**config.mk**
```make
export PLATFORM = sky130hd
export DESIGN_NAME = hsm_dual_matcher
export DESIGN_NICKNAME = d
export VERILOG_FILES = /design/src/rtl/hsm_pkg.sv /design/src/rtl/hsm_rr_pick.sv /design/src/rtl/hsm_req_stage.sv /design/src/rtl/hsm_gnt_stage.sv /design/src/rtl/hsm_dual_matcher.sv
export SDC_FILE = /design/constraint.sdc
export NUM_CORES = 1
export LEC_CHECK = 0
export ABC_CLOCK_PERIOD_IN_PS = 5450
export BUFFER_PORTS_ARGS = -buffer_cell sky130_fd_sc_hd__buf_4
export CAP_MARGIN = 20
export CORE_ASPECT_RATIO = 0.8
export CORE_MARGIN = 3
export CORE_UTILIZATION = 50
export CTS_BUF_LIST = sky130_fd_sc_hd__clkbuf_4 sky130_fd_sc_hd__clkbuf_8
export DETAILED_ROUTE_END_ITERATION = 8
export PLACE_DENSITY = 0.75
export SETUP_SLACK_MARGIN = 0.15
export SYNTH_ARGS = -nofsm -noshare
export SYNTH_HDL_FRONTEND = slang
export SYNTH_SLANG_ARGS = --single-unit
```
**constraint.sdc**
```tcl
create_clock -name clk -period 5.45 [get_ports clk]
set_input_delay 1.09 -clock clk [delete_from_list [all_inputs] [get_ports clk]]
set_output_delay 1.09 -clock clk [all_outputs]
set_load 0.005 [all_outputs]
```
**src/rtl/hsm_pkg.sv**
```systemverilog
package hsm_pkg;
  typedef enum logic {
    SEL_HOL = 1'b0,
    SEL_SOL = 1'b1
  } match_sel_e;
endpackage

```
**src/rtl/hsm_rr_pick.sv**
```systemverilog
module hsm_rr_pick #(
  parameter int N = 4,
  localparam int PW = (N > 1) ? $clog2(N) : 1
) (
  input  logic [N-1:0]  req,
  input  logic [PW-1:0] ptr,
  output logic [N-1:0]  gnt
);
  logic          found;
  logic [PW-1:0] idx;

  // first set bit at or after ptr, wrapping
  always_comb begin
    gnt   = '0;
    found = 1'b0;
    idx   = '0;
    for (int k = 0; k < N; k++) begin
      idx = PW'((32'(ptr) + 32'(k)) % N);
      if (!found && req[idx]) begin
        gnt[idx] = 1'b1;
        found    = 1'b1;
      end
    end
  end
endmodule

```
**src/rtl/hsm_req_stage.sv**
```systemverilog
module hsm_req_stage #(
  parameter int N = 4,
  localparam int PW = (N > 1) ? $clog2(N) : 1
) (
  input  logic [N*N-1:0]  elig,
  input  logic [N-1:0]    in_free,
  input  logic [N*PW-1:0] ptrs,
  output logic [N*N-1:0]  req
);
  for (genvar i = 0; i < N; i++) begin : g_row
    logic [N-1:0] row;
    assign row = elig[i*N +: N] & {N{in_free[i]}};
    hsm_rr_pick #(.N(N)) u_pick (
      .req(row),
      .ptr(ptrs[i*PW +: PW]),
      .gnt(req[i*N +: N])
    );
  end
endmodule

```
**src/rtl/hsm_gnt_stage.sv**
```systemverilog
module hsm_gnt_stage #(
  parameter int N = 4,
  localparam int PW = (N > 1) ? $clog2(N) : 1
) (
  input  logic [N*N-1:0]  req,
  input  logic [N-1:0]    out_free,
  input  logic [N*PW-1:0] ptrs,
  output logic [N*N-1:0]  gnt
);
  for (genvar j = 0; j < N; j++) begin : g_col
    logic [N-1:0] col;
    logic [N-1:0] pick;
    always_comb begin
      for (int i = 0; i < N; i++) col[i] = req[i*N+j] & out_free[j];
    end
    hsm_rr_pick #(.N(N)) u_pick (
      .req(col),
      .ptr(ptrs[j*PW +: PW]),
      .gnt(pick)
    );
    for (genvar i = 0; i < N; i++) begin : g_sc
      assign gnt[i*N+j] = pick[i];
    end
  end
endmodule

```
**src/rtl/hsm_dual_matcher.sv**
```systemverilog
module hsm_dual_matcher #(
  parameter int N     = 4,
  parameter int CW    = 4,
  parameter int ITERS = 3,
  localparam int PW   = (N > 1) ? $clog2(N) : 1,
  localparam int NN   = N * N,
  localparam int LAST = 2 * ITERS,
  localparam int TW   = $clog2(LAST + 2)
) (
  input  logic             clk,
  input  logic             rst_n,
  input  logic             slot_start,
  input  logic             resched_en,
  input  logic [NN*CW-1:0] voq_count,
  output logic             busy,
  output logic             hol_valid,
  output logic [NN-1:0]    hol_match,
  output logic             sol_valid,
  output logic [NN-1:0]    sol_match,
  output logic [NN-1:0]    sol_head
);
  import hsm_pkg::*;

  logic             busy_q, hol_v_q, sol_v_q, res_q;
  logic [TW-1:0]    cnt_q;
  logic [NN*CW-1:0] occ_q;
  logic [NN-1:0]    hol_q, sol_q;
  logic [NN-1:0]    req_q;
  logic             req_v_q, req_it0_q;
  match_sel_e       req_sel_q;
  logic [N*PW-1:0]  rptr_q [2];
  logic [N*PW-1:0]  gptr_q [2];

  logic [NN-1:0] has1, has2;
  logic [N-1:0]  hol_in_busy, hol_out_busy, sol_in_busy, sol_out_busy;
  logic [NN-1:0] elig_hol, elig_sol;
  logic          req_act;
  match_sel_e    req_sel;
  logic [NN-1:0] req_elig, req_vec, gnt_vec;
  logic [N-1:0]  req_in_free, gnt_out_free;

  // queue occupancy thresholds
  always_comb begin
    for (int k = 0; k < NN; k++) begin
      has1[k] = occ_q[k*CW +: CW] != '0;
      has2[k] = occ_q[k*CW +: CW] >= CW'(2);
    end
  end

  // matched rows / columns of both matchings
  always_comb begin
    hol_in_busy = '0; hol_out_busy = '0;
    sol_in_busy = '0; sol_out_busy = '0;
    for (int i = 0; i < N; i++) begin
      for (int j = 0; j < N; j++) begin
        if (hol_q[i*N+j]) begin hol_in_busy[i] = 1'b1; hol_out_busy[j] = 1'b1; end
        if (sol_q[i*N+j]) begin sol_in_busy[i] = 1'b1; sol_out_busy[j] = 1'b1; end
      end
    end
  end

  // eligibility per matching
  always_comb begin
    for (int i = 0; i < N; i++) begin
      for (int j = 0; j < N; j++) begin
        elig_hol[i*N+j] = has1[i*N+j] & ~hol_out_busy[j];
        elig_sol[i*N+j] = (has2[i*N+j] |
                           (res_q & has1[i*N+j] & ~hol_q[i*N+j] &
                            (hol_in_busy[i] | hol_out_busy[j]))) & ~sol_out_busy[j];
      end
    end
  end

  // even cycles: first matching requests, odd cycles: second matching requests
  assign req_act     = busy_q && (cnt_q < TW'(LAST));
  assign req_sel     = cnt_q[0] ? SEL_SOL : SEL_HOL;
  assign req_elig    = (req_sel == SEL_SOL) ? elig_sol : elig_hol;
  assign req_in_free = (req_sel == SEL_SOL) ? ~sol_in_busy : ~hol_in_busy;
  assign gnt_out_free = (req_sel_q == SEL_SOL) ? ~sol_out_busy : ~hol_out_busy;

  hsm_req_stage #(.N(N)) u_req (
    .elig   (req_elig),
    .in_free(req_in_free),
    .ptrs   (rptr_q[req_sel]),
    .req    (req_vec)
  );

  hsm_gnt_stage #(.N(N)) u_gnt (
    .req     (req_q),
    .out_free(gnt_out_free),
    .ptrs    (gptr_q[req_sel_q]),
    .gnt     (gnt_vec)
  );

  always_ff @(posedge clk or negedge rst_n) begin
    if (!rst_n) begin
      busy_q    <= 1'b0;
      hol_v_q   <= 1'b0;
      sol_v_q   <= 1'b0;
      res_q     <= 1'b0;
      cnt_q     <= '0;
      occ_q     <= '0;
      hol_q     <= '0;
      sol_q     <= '0;
      req_q     <= '0;
      req_v_q   <= 1'b0;
      req_it0_q <= 1'b0;
      req_sel_q <= SEL_HOL;
      for (int m = 0; m < 2; m++) begin
        rptr_q[m] <= '0;
        gptr_q[m] <= '0;
      end
    end else if (!busy_q) begin
      if (slot_start) begin
        busy_q  <= 1'b1;
        cnt_q   <= '0;
        occ_q   <= voq_count;
        res_q   <= resched_en;
        hol_q   <= '0;
        sol_q   <= '0;
        hol_v_q <= 1'b0;
        sol_v_q <= 1'b0;
        req_v_q <= 1'b0;
      end
    end else begin
      cnt_q     <= cnt_q + TW'(1);
      req_v_q   <= req_act;
      req_q     <= req_vec;
      req_sel_q <= req_sel;
      req_it0_q <= cnt_q < TW'(2);
      if (req_v_q) begin
        if (req_sel_q == SEL_SOL) sol_q <= sol_q | gnt_vec;
        else                      hol_q <= hol_q | gnt_vec;
        if (req_it0_q) begin
          for (int i = 0; i < N; i++) begin
            for (int j = 0; j < N; j++) begin
              if (gnt_vec[i*N+j]) begin
                rptr_q[req_sel_q][i*PW +: PW] <= PW'((j + 1) % N);
                gptr_q[req_sel_q][j*PW +: PW] <= PW'((i + 1) % N);
              end
            end
          end
        end
      end
      if (cnt_q == TW'(LAST - 1)) hol_v_q <= 1'b1;
      if (cnt_q == TW'(LAST)) begin
        sol_v_q <= 1'b1;
        busy_q  <= 1'b0;
      end
    end
  end

  assign busy      = busy_q;
  assign hol_valid = hol_v_q;
  assign sol_valid = sol_v_q;
  assign hol_match = hol_q;
  assign sol_match = sol_q;
  assign sol_head  = sol_q & ~hol_q & {NN{res_q}};

  // ---------------- assertions ----------------
  for (genvar g = 0; g < N; g++) begin : g_chk
    logic [N-1:0] hcol, scol;
    always_comb begin
      for (int i = 0; i < N; i++) begin
        hcol[i] = hol_q[i*N+g];
        scol[i] = sol_q[i*N+g];
      end
    end

    hol_row_once_chk: assert property (@(posedge clk) disable iff (!rst_n)
      $onehot0(hol_q[g*N +: N]));

    hol_col_once_chk: assert property (@(posedge clk) disable iff (!rst_n)
      $onehot0(hcol));

    sol_row_once_chk: assert property (@(posedge clk) disable iff (!rst_n)
      $onehot0(sol_q[g*N +: N]));

    sol_col_once_chk: assert property (@(posedge clk) disable iff (!rst_n)
      $onehot0(scol));
  end


  hol_needs_cell_chk: assert property (@(posedge clk) disable iff (!rst_n)
    (hol_q & ~has1) == '0);

  sol_no_single_chk: assert property (@(posedge clk) disable iff (!rst_n)
    !res_q |-> ((sol_q & ~has2) == '0));

  sol_after_hol_chk: assert property (@(posedge clk) disable iff (!rst_n)
    $rose(hol_v_q) |=> $rose(sol_v_q));

  both_stages_chk: assert property (@(posedge clk) disable iff (!rst_n)
    (busy_q && cnt_q >= TW'(1) && cnt_q < TW'(LAST)) |-> (req_act && req_v_q && req_sel != req_sel_q));

  busy_start_chk: assert property (@(posedge clk) disable iff (!rst_n)
    (busy_q && slot_start) |=> ($stable(occ_q) && $stable(res_q)));
endmodule

```
==> results, run 1 <==
- Once detail routing completed, the nets flagged for antenna violations numbered 0.
- Setup repair after global routing left no endpoint under its margin.
- The repair_antennas step left the layout with diodes totalling 0.
- For this run, global-route usage on met2 was measured as 0.406.
- The worst setup margin is 1.40 ns.
- Of the cells placed in the final design, the portion with a size suffix greater than 1 is 0.223.
- The initial antenna violation count is 0.
- The critical path is of the reg2reg type.
- The post-CTS setup buffer count is 0.
- The share of total power dissipated in the clock network is 0.108.
- The endpoint required time on the critical path is 5.83 ns.
- The die covers 21900 sq um.
- Counting flops with an async set or reset pin after synthesis yields a share of 1.00.
- Setup violations remaining at the end of the flow were counted as 0.
- For this run, design rule violations remaining after detail routing come to 0.
- In the global route stage, met1 resource usage came out at 0.408.
- In this run the clock root is driven by a sky130_fd_sc_hd__clkbuf_8.
- The hold violation total from the final report is 0.
- Including well taps, the total number of placed cells is 1420.
- Of the total power, registers draw 0.274.
- The initial utilization of the core area, before any placement, comes to 0.520.
- The completed layout was analyzed and its total power is 8.56 mW.
- Summed over all layers, the global routing overflow is 0.
- The post-synth net total is 1185.
- After clock tree synthesis, the clock-pin slew on the worst setup and hold paths is 0.09 ns.
- Of the total power, combinational logic draws 0.618.
- The worst path needs 4.05 ns of the cycle, external delays included.
- The switching share of power is 0.508.
- The worst pin sits at a relative slew slack of 0.245.
- Dividing total power by cell area gives a power density of 735 nW/um^2.
- The first global-routing pass estimated 48100 microns of wire.
- After legalization and detailed placement, the total HPWL measured 22500 microns.
- The via count of the first global-routing pass is 8806.
- In the synthesized netlist the dominant register cell turns out to be sky130_fd_sc_hd__dfrtp_1.
- The clock net in this run drives a total of 154 sinks.
- The hold-critical path depth is 1.
- The worst supply voltage drop on vdd is 0.308 mV.
- The H-tree generated during clock tree synthesis spans 4 levels.
- The worst clock skew on the final layout is 0.0148 ns.
- Measured in cells, the most critical reg-to-reg path has a length of 9.
- The final-stage net count is 1293.
- After detailed routing, the average wire length per cell comes to 21.1 microns.
- The arrival time reported for the critical path endpoint is 4.43 ns.
- In this run the power spent charging and discharging nets is 4.35 mW.
- The mapped netlist covers 10100 sq um.
- In this run the worst path has a maximum fanout of 19.
- The worst setup slack before clock tree synthesis is 1.51 ns.
- Buffers inserted during clock tree synthesis total 17.
- The flow ran to the end, and the final reports show no timing, DRC or antenna violations.
- After synthesis the netlist holds a flip-flop and latch count of 154.
- The mean instance size in the synthesized netlist is 9.39 sq um.
- The placeable core region is 19400 sq um.
- For met3 alone, demand over resource in global routing was 0.0776.
- TritonCTS built the clock tree.
- The number of buffers inserted for hold repair after clock tree synthesis is 0.
- Synthesis produced 1074 cells.
- The endpoint class of the critical path is a flip-flop.
- Once the clock tree was built, the resizer swapped 0 gates to a different size.
- Entering global routing, the biggest net connects 155 pins.
- The number of warning messages in the yosys log is 0.
- Input and output buffers added on the ports amount to 118.
- The maximum number of buffers from clock root to sink is 2.
- After the first detailed-routing iteration, the DRC count stood at 1230.
- The number of enable-type register cells in the synthesized netlist is 0.
- The signed area change from the synthesized netlist to the final layout is 15.6%.
- The sum of negative setup slack is 0 ns.
- The final route contains 9497 vias.
- After synthesis, the netlist uses 81 different library cells.
- The leakage power summed over all cells is 5.04 nW.
- The min-delay analysis places its worst path in the category reg2reg.
- The vertical extent of the die is 133 microns.
- The initialized floorplan defines 45 standard-cell rows.
- The total I/O pin count is 119.
- The final layout contains routed wiring with a total length of 30700 microns.
- The die is 165 microns wide.
- The slew at the pin closest to its max-slew limit is 1.13 ns.
- The first detailed-routing pass took 7 iterations.
- Once layout is complete, the cells apart from fillers number 1453.
- The post-detailed-route via-to-cell ratio is 6.54.
- The cell-internal power is 4.21 mW.
- In the finished design, the share of the clock period the worst path needs comes to 0.742.
- The congestion estimate from routability-driven global placement came to 0.982.
- The total routing usage reported by global routing is 0.277.
- Static timing analysis puts the maximum clock frequency at 247 MHz.
- STA classifies the critical path startpoint as a flip-flop.
- The max capacitance violation total is 0.
- The global-route layer with the greatest usage is met1.
- The sequential element share of the synthesized area is 0.382.
- The clock reaches the later pin of the worst-skew pair after 0.47 ns.
- The number of slew-limit violations in the final report was 0.
==> metal layers <==
layer | vias up | routed length, microns | share of wire
li1 | 4289 | - | -
met1 | 4610 | 13200 | 0.43
met2 | 546 | 13500 | 0.44
met3 | 52 | 3500 | 0.11
met4 | 0 | 489 | 0.016
met5 | - | 0 | 0
==> kinds of logic (layout without fill, tap and decap cells) <==
kind of cell,Yosys count,count (layout),share of synthesized area
compound gates,295,295,0.200
flops,154,154,0.382
simple gates,372,372,0.195
buf+inv,108,229,0.0421
mux,101,101,0.127
fa+ha+maj,43,43,0.0534
xor+xnor,1,1,0.000869
==> stage by stage <==
step                      hold slack [ns]  cell area (sq um)   util
after floorplan                     0.460              10100      -
after CTS                           0.500              11600  0.601
final                               0.499              11600  0.601
after detailed placement            0.481              11200  0.580
after global placement              0.477              11200  0.580
after global routing                0.517              11600  0.601
==> cell usage after synthesis (18+ instances only) <==
master,instances,area share
sky130_fd_sc_hd__ha_1,43,0.053
sky130_fd_sc_hd__nor3_1,57,0.028
sky130_fd_sc_hd__o21ai_0,45,0.022
sky130_fd_sc_hd__clkbuf_1,29,0.011
sky130_fd_sc_hd__nand3_1,25,0.012
sky130_fd_sc_hd__mux2i_1,18,0.018
sky130_fd_sc_hd__nand2_1,50,0.019
sky130_fd_sc_hd__dfrtp_1,154,0.38
sky130_fd_sc_hd__a21oi_1,88,0.044
sky130_fd_sc_hd__nand2b_1,22,0.014
sky130_fd_sc_hd__mux2_2,67,0.075
sky130_fd_sc_hd__nor4_1,34,0.021
sky130_fd_sc_hd__nor2_1,93,0.035
sky130_fd_sc_hd__inv_1,61,0.023
==> area by class of cell <==
class / count / area (sq um)
fill: 1664 / 7720
tap: 258 / 323
clock inverter: 15 / 178
inverter: 69 / 262
multi-input combinational: 812 / 5810
sequential: 154 / 3850
timing repair buffer: 128 / 990
clock buffer: 17 / 234
==> cell usage in the layout (no fill, tap or decap), types with 6 or more instances in the layout <==
cell,count
sky130_fd_sc_hd__a221oi_1,8
sky130_fd_sc_hd__mux2_2,67
sky130_fd_sc_hd__mux4_2,11
sky130_fd_sc_hd__or4_1,15
sky130_fd_sc_hd__nor2_1,92
sky130_fd_sc_hd__o21ai_0,45
sky130_fd_sc_hd__mux2i_1,18
sky130_fd_sc_hd__nand2_1,50
sky130_fd_sc_hd__clkbuf_8,17
sky130_fd_sc_hd__o22a_1,9
sky130_fd_sc_hd__o31ai_1,7
sky130_fd_sc_hd__nand2b_1,22
sky130_fd_sc_hd__or3_1,15
sky130_fd_sc_hd__a21oi_1,88
sky130_fd_sc_hd__and3_1,8
sky130_fd_sc_hd__a32oi_1,9
sky130_fd_sc_hd__buf_4,125
sky130_fd_sc_hd__and3b_1,6
sky130_fd_sc_hd__ha_1,43
sky130_fd_sc_hd__nor4_1,34
sky130_fd_sc_hd__inv_6,7
sky130_fd_sc_hd__inv_2,6
sky130_fd_sc_hd__dfrtp_1,154
sky130_fd_sc_hd__a221o_1,6
sky130_fd_sc_hd__o22ai_1,8
sky130_fd_sc_hd__nor3_1,57
sky130_fd_sc_hd__nand3_1,25
sky130_fd_sc_hd__and2_1,8
sky130_fd_sc_hd__a31oi_1,12
sky130_fd_sc_hd__o21a_1,8
sky130_fd_sc_hd__inv_1,61
sky130_fd_sc_hd__o211ai_1,15
sky130_fd_sc_hd__a211oi_1,12
==> final timing paths <==
kind | slack [ns] | to | start
min | 0.50 | flip-flop | flip-flop
max in group asynchronous | 4.07 | occ_q[23] | rst_n
max reg2reg | 1.40 | flip-flop | req_sel_q
min reg2reg | 0.50 | flip-flop | flip-flop
min in group asynchronous | 0.70 | occ_q[49] | rst_n
max | 1.40 | flip-flop | req_sel_q
==> critical path: stages (launching register included) <==
cell and delay, ns:
sky130_fd_sc_hd__dfrtp_1 1.00, sky130_fd_sc_hd__mux2_2 0.47, sky130_fd_sc_hd__inv_1 0.16, sky130_fd_sc_hd__ha_1 0.30, sky130_fd_sc_hd__mux4_2 0.33, sky130_fd_sc_hd__and2b_1 0.21
sky130_fd_sc_hd__a22o_1 0.18, sky130_fd_sc_hd__a222oi_1 0.87, sky130_fd_sc_hd__o21ai_1 0.23, sky130_fd_sc_hd__a21oi_1 0.22
==> power by group through the flow <==
stage / clock, mW / sequential (mW) / combinational, mW
after detailed placement: 0 / 2.33 / 5.15
after floorplan: 0 / 2.06 / 3.84
after global placement: 0 / 2.31 / 5.04
after CTS: 0.931 / 2.31 / 5.18
final: 0.924 / 2.34 / 5.29
after global routing: 0.990 / 2.40 / 5.77
(Power assumes the default switching activity.)
==> inputs of run 2 (changes only) <==
--- a/config.mk
+++ b/config.mk
@@ -5,7 +5,7 @@
 export SDC_FILE = /design/constraint.sdc
 export NUM_CORES = 1
 export LEC_CHECK = 0
-export ABC_CLOCK_PERIOD_IN_PS = 5450
+export ABC_CLOCK_PERIOD_IN_PS = 3750
 export BUFFER_PORTS_ARGS = -buffer_cell sky130_fd_sc_hd__buf_4
 export CAP_MARGIN = 20
 export CORE_ASPECT_RATIO = 0.8
==> constraint.sdc (replaced) <==
create_clock -name clk -period 3.75 [get_ports clk]
set_input_delay 0.75 -clock clk [delete_from_list [all_inputs] [get_ports clk]]
set_output_delay 0.75 -clock clk [all_outputs]
set_load 0.005 [all_outputs]
==> results, run 2 (synthesis results as in run 1) <==
- Outcome: finished clean (unchanged).
- The overall via count from detail_route is 9599 (was 9497).
- The tightest slew margin relative to the limit is 0.346 (was 0.245).
- The via count of the first global-routing pass is 9236 (was 8806).
- The number of inserted filler cells in the final layout was 1616 (was 1664).
- The total I/O pin count is 119 (unchanged).
- The sequential standard cell area came to 3850 sq um (about the same).
- The arrival time reported for the critical path endpoint is 3.80 ns (was 4.43 ns).
- The worst clock skew on the final layout is 0.0209 ns (was 0.0148 ns).
- The shortest clock period the worst path allows after layout is 3.47 ns (was 4.05 ns).
- The number of buffers created by CTS came to 17 (unchanged).
- The overall routed net length is 31100 microns (was 30700 microns).
- The highest fanout seen on the critical path came to 12 (was 19).
- The share of total power in sequential cells is 0.262 (was 0.274).
- The area occupied by multi-input gates was 5860 sq um (was 5810 sq um).
- The number of input and output port buffers inserted came to 118 (unchanged).
- The number of slew-limit violations in the final report is 0 (unchanged).
- The final-stage net count is 1324 (was 1293).
- The portion of total power attributed to the clock network is 0.104 (was 0.108).
- The pin count of the biggest net entering global routing was 99 (was 155).
- The post-detailed-route via-to-cell ratio was 6.47 (was 6.54).
- The logic gate share of total power is 0.634 (was 0.618).
- The initial antenna violation count is 0 (unchanged).
- The met3 capacity usage during global routing is 0.0876 (was 0.0776).
- The number of buffers inserted for hold repair after clock tree synthesis was 0 (unchanged).
- The routed length per instance is 20.9 microns (was 21.1 microns).
- The met1 routing resource usage after global routing is 0.411 (was 0.408).
- The post-route DRC violation count was 0 (unchanged).
- The category of the most critical setup path was reg2reg (unchanged).
- The signed area change from the synthesized netlist to the final layout was 18.6% (was 15.6%).
- The residual overflow from global routing is 0 (unchanged).
- The class of the most critical hold timing path is in2async (was reg2reg).
- The share of layout cells above drive strength 1 is 0.250 (was 0.223).
- The maximum number of buffers from clock root to sink was 2 (unchanged).
- The vertical extent of the die is 133 microns (unchanged).
- The global-route wire length before repair is 50100 microns (was 48100 microns).
- The highest clock frequency the design can meet was 288 MHz (was 247 MHz).
- The most common library cell in the layout ignoring fill and taps is sky130_fd_sc_hd__buf_4 (was sky130_fd_sc_hd__dfrtp_1).
- The antenna violation net count after detailed routing was 0 (unchanged).
- The number of levels in the clock H-tree is 4 (unchanged).
- The total of endpoints with negative setup slack in the final report is 0 (unchanged).
- The global-route layer with the greatest usage is met2 (was met1).
- The sink count of the clock tree was 154 (unchanged).
- The placeable core region is 19400 sq um (unchanged).
- The initial cell density of the core is 0.520 (unchanged).
- The half-perimeter wire length of the detailed placement result is 23300 microns (was 22500 microns).
- The kind of start point of the critical path was a flip-flop (unchanged).
- The endpoint class of the critical path is a flip-flop (unchanged).
- The number of detailed-routing iterations run before antenna repair was 8 (was 7).
- The worst slack on hold paths is 0.228 ns (was 0.499 ns).
- The final period utilization came to 0.925 (was 0.742).
- The hold violation total from the final report is 0 (unchanged).
- The clock insertion delay at the later pin of the skew report is 0.49 ns (was 0.47 ns).
- The endpoint required time on the critical path came to 4.09 ns (was 5.83 ns).
- The final cell utilization of the core is 0.617 (was 0.601).
- Setup repair after global routing missed its margin: no (unchanged).
- The routability congestion estimate is 0.968 (was 0.982).
- The routing usage on met2 came to 0.430 (was 0.406).
- The switching power summed over all nets is 6.52 mW (was 4.35 mW).
- The count of inserted antenna diode cells is 0 (unchanged).
- The floorplan die width was 165 microns (unchanged).
- The clock transition at the register clock pins on the worst setup and hold paths after CTS came to 0.10 ns (was 0.09 ns).
- The power density over cell area came to 1070 nW/um^2 (was 735 nW/um^2).
- The cell row count is 45 (unchanged).
- The leakage power summed over all cells was 5.20 nW (was 5.04 nW).
- The switching share of power is 0.510 (was 0.508).
- The initial DRC count came to 1167 (was 1230).
- The sum of negative setup slack came to 0 ns (unchanged).
- The floorplan die area is 21900 sq um (unchanged).
- The slew at the pin closest to its max-slew limit is 0.981 ns (was 1.13 ns).
- The worst supply voltage drop on vdd is 0.650 mV (was 0.308 mV).
- The total routing usage reported by global routing is 0.288 (was 0.277).
- Top library cells by usage in the layout, fill and taps aside: 156 x sky130_fd_sc_hd__buf_4, 153 x sky130_fd_sc_hd__dfrtp_1, 92 x sky130_fd_sc_hd__nor2_1 (was 154 x sky130_fd_sc_hd__dfrtp_1, 125 x sky130_fd_sc_hd__buf_4, 92 x sky130_fd_sc_hd__nor2_1).
- The max capacitance violation total is 0 (unchanged).
- The TritonCTS clock tree is yes (unchanged).
- The root cell of the clock tree is sky130_fd_sc_hd__clkbuf_8 (unchanged).
- The cell-internal power is 6.27 mW (was 4.21 mW).
[run 2: final timing paths]
| path | from | cells past startpoint | to | slack, ns |
|---|---|---|---|---|
| setup / recovery | hol_match[15] | 8 | flip-flop | 0.28 |
| hold / removal | rst_n | 1 | occ_q[37] | 0.23 |
| setup reg to reg | hol_match[15] | 8 | flip-flop | 0.28 |
| hold reg to reg | flip-flop | 1 | flip-flop | 0.50 |
| max in group asynchronous | rst_n | 2 | asynchronous set/reset pin | 2.63 |
| min in group clk | voq_count[48] | 3 | occ_q[48] | 0.47 |
[run 2: worst max-delay path: stages, from the launching register on]
cell and delay (ns):
sky130_fd_sc_hd__dfrtp_1 0.52, sky130_fd_sc_hd__or4_1 0.72, sky130_fd_sc_hd__o22ai_1 0.58, sky130_fd_sc_hd__nand3_1 0.14, sky130_fd_sc_hd__a211oi_1 0.51, sky130_fd_sc_hd__a221o_1 0.48
sky130_fd_sc_hd__nor2_1 0.11, sky130_fd_sc_hd__o21ai_0 0.16, sky130_fd_sc_hd__o21ai_0 0.10
[run 2: area by class of cell]
type,count,area share
Inverter,69,0.0219
Multi-Input combinational cell,812,0.490
Clock inverter,15,0.0166
Sequential cell,154,0.323
Tap cell,258,0.0270
Timing Repair Buffer,159,0.102
Clock buffer,17,0.0196
[run 2: what timing repair did]
action,4_1_cts,5_1_grt
setup endpoints to repair,0,43
resized for setup,0,10
setup buffers,0,1
[run 2: through the flow]
step	instance area, sq um	std cells	power [mW]	setup slack (ns)
floorplan	10100	1074	8.57	0.720
global placement	11500	1451	10.9	0.296
detailed placement	11500	1451	11.1	0.215
CTS	11900	1483	12.5	0.188
global route	12000	1484	13.7	0.172
finish	12000	1484	12.8	0.282
[run 2: per-layer routing]
layer  vias to the layer above  part of all wire
met4                         0             0.016
li1                       4348                 -
met3                        55              0.11
met1                      4689              0.43
met5                         -                 0
met2                       507              0.44
[run 2: power by group through the flow]
| stage | clock [mW] | combinational, mW | sequential [mW] |
|---|---|---|---|
| floorplan | 0 | 5.58 | 2.99 |
| global placement | 0 | 7.61 | 3.31 |
| detailed placement | 0 | 7.81 | 3.33 |
| CTS | 1.33 | 7.85 | 3.30 |
| global route | 1.41 | 8.88 | 3.46 |
| finish | 1.33 | 8.11 | 3.36 |
